`config.mk`:
```
export PLATFORM = sky130hd
export DESIGN_NAME = dly_chan_top
export DESIGN_NICKNAME = d
export VERILOG_FILES = /design/src/rtl/dly_chan_pkg.sv /design/src/rtl/dly_trig_filter.sv /design/src/rtl/dly_edge_pick.sv /design/src/rtl/dly_chan_top.sv
export SDC_FILE = /design/constraint.sdc
export NUM_CORES = 1
export LEC_CHECK = 0
export ABC_AREA = 1
export BUFFER_PORTS_ARGS = -buffer_cell sky130_fd_sc_hd__buf_2
export CORE_ASPECT_RATIO = 1.1
export CORE_MARGIN = 10
export CORE_UTILIZATION = 45
export CTS_BUF_LIST = sky130_fd_sc_hd__clkbuf_4 sky130_fd_sc_hd__clkbuf_8
export DETAILED_ROUTE_END_ITERATION = 7
export PLACE_DENSITY_LB_ADDON = 0.2
export SYNTH_ARGS = -nofsm -noshare
export SYNTH_HDL_FRONTEND = slang
export SYNTH_SLANG_ARGS = --single-unit
```
`constraint.sdc`:
```
create_clock -name clk -period 2.25 [get_ports clk]
set_input_delay 0 -clock clk [delete_from_list [all_inputs] [get_ports clk]]
set_output_delay 0 -clock clk [all_outputs]
set_load 0.02 [all_outputs]
```
`src/rtl/dly_chan_pkg.sv`:
```
package dly_chan_pkg;
    localparam int CNT_W   = 16;
    localparam int SEL_W   = 2;

    localparam logic [SEL_W-1:0] SEL_DELAY = 2'd0;
    localparam logic [SEL_W-1:0] SEL_CMD   = 2'd1;
    localparam logic [SEL_W-1:0] SEL_MODE  = 2'd2;

    // command bit positions
    localparam int CMD_START = 0;
    localparam int CMD_STOP  = 1;

    // mode field positions
    localparam int MODE_FILT = 0;
    localparam int MODE_EDGE = 1;

    typedef enum logic [1:0] {
        EDGE_RISE = 2'd0,
        EDGE_FALL = 2'd1,
        EDGE_BOTH = 2'd2,
        EDGE_ANY  = 2'd3
    } edge_mode_e;

    typedef struct packed {
        logic [CNT_W-1:0] dly;
        logic [CNT_W-1:0] cnt;
        logic             armed;
        logic             run;
        logic             irq;
        logic             filt_on;
        edge_mode_e       mode;
    } chan_state_t;
endpackage

```
`src/rtl/dly_trig_filter.sv`:
```
module dly_trig_filter #(
    parameter int SYNC_LEN = 2,
    parameter int FILT_LEN = 2
) (
    input  logic clk,
    input  logic rst_n,
    input  logic clr,
    input  logic raw_in,
    input  logic filt_on,
    output logic lvl_o
);
    localparam int HW = FILT_LEN - 1;

    typedef struct packed {
        logic [SYNC_LEN-1:0] sync;
        logic [HW-1:0]       hist;
        logic                lvl;
    } filt_t;

    filt_t q, d;
    logic  s_last;
    logic  [HW:0] window;
    logic  all_same;

    always_comb begin
        s_last   = q.sync[SYNC_LEN-1];
        window   = {q.hist, s_last};
        all_same = (&window) | ~(|window);
        d        = q;
        d.sync   = {q.sync[SYNC_LEN-2:0], raw_in};
        d.hist   = window[HW-1:0];
        if (filt_on) begin
            d.lvl = all_same ? s_last : q.lvl;
        end else begin
            d.lvl = s_last;
        end
        if (clr) begin
            d = '0;
        end
    end

    always_ff @(posedge clk or negedge rst_n) begin
        if (!rst_n) begin
            q <= '0;
        end else begin
            q <= d;
        end
    end

    assign lvl_o = q.lvl;
endmodule

```
`src/rtl/dly_edge_pick.sv`:
```
module dly_edge_pick
    import dly_chan_pkg::*;
(
    input  logic       clk,
    input  logic       rst_n,
    input  logic       clr,
    input  logic       lvl,
    input  edge_mode_e mode,
    output logic       hit_o
);
    logic prev_q, prev_d;
    logic rise, fall;

    always_comb begin
        prev_d = clr ? 1'b0 : lvl;
        rise   = lvl & ~prev_q;
        fall   = ~lvl & prev_q;
        unique case (mode)
            EDGE_RISE: hit_o = rise;
            EDGE_FALL: hit_o = fall;
            default:   hit_o = rise | fall;
        endcase
    end

    always_ff @(posedge clk or negedge rst_n) begin
        if (!rst_n) begin
            prev_q <= 1'b0;
        end else begin
            prev_q <= prev_d;
        end
    end
endmodule

```
`src/rtl/dly_chan_top.sv`:
```
module dly_chan_top
    import dly_chan_pkg::*;
#(
    parameter int SYNC_LEN = 2,
    parameter int FILT_LEN = 2
) (
    input  logic             clk,
    input  logic             rst_n,
    input  logic             unit_en,
    input  logic             cnt_tick,
    input  logic             wr_en,
    input  logic [SEL_W-1:0] wr_sel,
    input  logic [CNT_W-1:0] wr_data,
    input  logic             trig_in,
    output logic [CNT_W-1:0] count_o,
    output logic             irq_o
);
    chan_state_t q, d;
    logic        wr_ok, start_w, stop_w, fire_w, hit_w, lvl_w;
    logic [CNT_W-1:0] dly_w;

    dly_trig_filter #(.SYNC_LEN(SYNC_LEN), .FILT_LEN(FILT_LEN)) u_filt (
        .clk(clk), .rst_n(rst_n), .clr(~unit_en),
        .raw_in(trig_in), .filt_on(q.filt_on), .lvl_o(lvl_w)
    );

    dly_edge_pick u_edge (
        .clk(clk), .rst_n(rst_n), .clr(~unit_en),
        .lvl(lvl_w), .mode(q.mode), .hit_o(hit_w)
    );

    always_comb begin
        wr_ok   = unit_en & wr_en;
        start_w = wr_ok & (wr_sel == SEL_CMD) & wr_data[CMD_START];
        stop_w  = wr_ok & (wr_sel == SEL_CMD) & wr_data[CMD_STOP];
        fire_w  = unit_en & q.armed & ~stop_w & (hit_w | start_w);

        d     = q;
        d.irq = 1'b0;
        if (wr_ok && wr_sel == SEL_DELAY) begin
            d.dly = wr_data;
        end
        if (wr_ok && wr_sel == SEL_MODE) begin
            d.filt_on = wr_data[MODE_FILT];
            d.mode    = edge_mode_e'(wr_data[MODE_EDGE +: 2]);
        end
        if (stop_w) begin
            d.armed = 1'b0;
            d.run   = 1'b0;
        end else if (start_w && !q.armed) begin
            d.armed = 1'b1;
        end
        if (fire_w) begin
            d.cnt = q.dly;
            d.run = 1'b1;
        end else if (d.run && cnt_tick) begin
            if (q.cnt <= CNT_W'(1)) begin
                d.cnt = '0;
                d.run = 1'b0;
                d.irq = 1'b1;
            end else begin
                d.cnt = q.cnt - CNT_W'(1);
            end
        end
        if (!unit_en) begin
            d = '0;
        end
    end

    always_ff @(posedge clk or negedge rst_n) begin
        if (!rst_n) begin
            q <= '0;
        end else begin
            q <= d;
        end
    end

    assign dly_w   = q.dly;
    assign count_o = q.cnt;
    assign irq_o   = q.irq;
endmodule

```
==> impl_metrics.ini <==
[critical_path]
crit_path_start_kind = register
arrival_ns = 2.05
endpoint_kind = register
path_class = register to register
worstPathRequired_ns = 2.48
reg2reg_slack_ns = 0.44
path_max_fanout = 6
r2r_cells = 9

[routing]
wl_met1_um = 2930
vias = 2302
viasPerCell = 4.91
ant_nets = 0
drtIter0Drc = 142
routed-wl-met3_um = 304
drc = 0
top_layer = met4
routed_wl_um = 6140
routed-wl-met2_um = 2860
wire_per_inst_um = 13.1
dr.pass1.iters = 4

[grt]
grt_pass1_vias = 2320
antenna_found_initial = 0
grt_max_degree = 44
grt_pass1_wl_um = 10800
grt_overflow_total = 0
grt_usage = 0.142

[yosys]
yosys-top-cells-area = dfrtp_1 (42%), nand2_1 (22%), buf_4 (4.7%)
synth_top_family_by_area = simple AND/OR/NAND/NOR gates
synth_compound_area_frac = 0.0917
synthXorXnorAreaFrac = 0.0138
synth-edff-count = 0
synth_top_cell_by_area = dfrtp_1
ys_async_sr_fraction = 1.00
yosys.area_share.adder = 0.0197
synth_top_cell_area_share = 0.424
synth.avg_cell_area_um2 = 7.25
syn_area_mm2 = 0.00254
ys.flop_type = dfrtp_1
syn_nets = 378
ys_seq_area_frac = 0.424
yosys_warnings = 0
ys_seq_elements = 43
synthMuxAreaShare = 0
netlist_instances = 350
yosysUniqueCellTypes = 30
synth_simple_gate_area_share = 0.336

[clocking]
clkTransAtPathRegs_ns = 0.09
postCtsSetupBuffers = 0
cts-htree-levels = 2
numCtsBuffers = 5
clock-sinks = 43
clockRootBuffer = clkbuf_8
clock_latency_ns = 0.30
cts_buffer_depth = 2
cts_tree = done

[pwr]
ir_drop_v = 0.000382
powerDensity_mw_per_mm2 = 507
leakagePower_uw = 0.00173

[hold_path]
hp-class = primary input to register
holdPathStages = 3

[layout]
stdcell_area_mm2 = 0.00297
n_antenna_cell = 0
mostFrequentLayoutCells = nand2_1 (148), dfrtp_1 (43), buf_2 (40)
nNetsFinal = 422
syn2layout_area_growth_pct = 17.1
finalNonFillerCells = 469
drive_above_1_share = 0.162
layout_commonest_cell = nand2_1

[timing]
relSlewSlack = 0.368
setup_viol = 0
worstMarginPinSlew_ns = 0.948
period_needed_ns = 1.81
post-route-period-util = 0.805
slew_viol_final = 0
grt_setup_unrepaired = no
fmaxAchievable_mhz = 552
skew_ns = 0.0113
hold_viol = 0
setup_tns_ns = 0
worst_slack_ns = 0.439

[flow_run]
drv_cap = 0

[floorplanning]
fp-row-count = 28
die_w_um = 91.6
initial_utilization = 0.467
die_area_mm2 = 0.00905
core-area_mm2 = 0.00543
pin_count = 41
die_h_um = 98.8

[placement]
port_buffers = 40
dp_hpwl_um = 4590
place_area_mm2 = 0.00269
gp_congestion = 0.890
post-place-ws_ns = 0.451
placed_cells = 445

[status]
outcome = finished clean
[logic make-up after synthesis]
kind of cell               count (synthesis)
and+or+nand+nor                          206
adders and majority gates                  4
DFF                                       43
buffers and inverters                     57
xor gates and xnor gates                   4
AOI/OAI and AO/OA                         36
[synthesized netlist by cell type (4+ instances only)]
master / instances
nand2_1: 148
dfrtp_1: 43
inv_1: 27
nor2_1: 24
nand3_1: 22
buf_4: 16
o21ai_0: 14
a22o_1: 10
o21ai_1: 7
buf_2: 5
inv_2: 5
ha_1: 4
[per-stage QoR]
step	total power (uW)	hold WS, ns	utilization
after floorplan	848	-0.296	-
after global placement	897	0.186	0.496
after detailed placement	900	0.193	0.496
after CTS	1520	0.00342	0.547
after global routing	1570	0.0218	0.547
final	1510	0.000663	0.547
[layout make-up]
type                    count  area (um2)
fillers                   530        2460
repair buffers             60         393
flip-flops and latches     43        1080
inverters                  34         130
clock buffers               6        76.3
well taps                  75        93.8
multi-input cells         250        1170
clock inverters             1        30.0
[what timing repair did]
item                      in CTS  in global routing
gates resized for setup        0                  0
hold endpoints to repair      60                  0
hold buffers                  17                  0
[path summary, 6_finish.rpt]
| path | startpoint | to |
|---|---|---|
| max | count_o[0] | count_o[9] |
| min | wr_data[0] | dly_w[0] |
| max reg2reg | count_o[0] | count_o[9] |
| min reg2reg | u_filt.q[2] | u_filt.q[3] |
| max in group asynchronous | rst_n | dly_w[11] |
| min in group asynchronous | rst_n | count_o[0] |
[state kept, by name, indices dropped and copies added (netlist names)]
register       flops
count_o           16
dly_w             16
q                  5
u_filt.q           3
irq_o              1
u_edge.prev_q      1
u_filt.lvl_o       1
[worst max-delay path, cell delays in order (launching register included)]
cell and delay (ns):
dfrtp_1 0.44, inv_1 0.10, ha_1 0.25, nand2_1 0.18, nor2_2 0.10, o21ai_1 0.36, nand3_1 0.13, nand2_1 0.08
nand2_1 0.04, nand2_1 0.07
[report_power, final]
part           leakage (uW)  internal (uW)  total [uW]  switching [uW]
Clock             0.0000547            338         602             265
Combinational       0.00108           51.2         111            59.8
Sequential         0.000595            785         793            7.96
Total               0.00173           1170        1510             332
[metal layers]
layer / vias to the layer above / GRT usage
li1: 1175 / -
met1: 1073 / 0.176
met2: 50 / 0.231
met3: 4 / 0.0402
met4: 0 / 0.0470
met5: - / 0
Note: power is estimated with default switching activity, not from simulation.
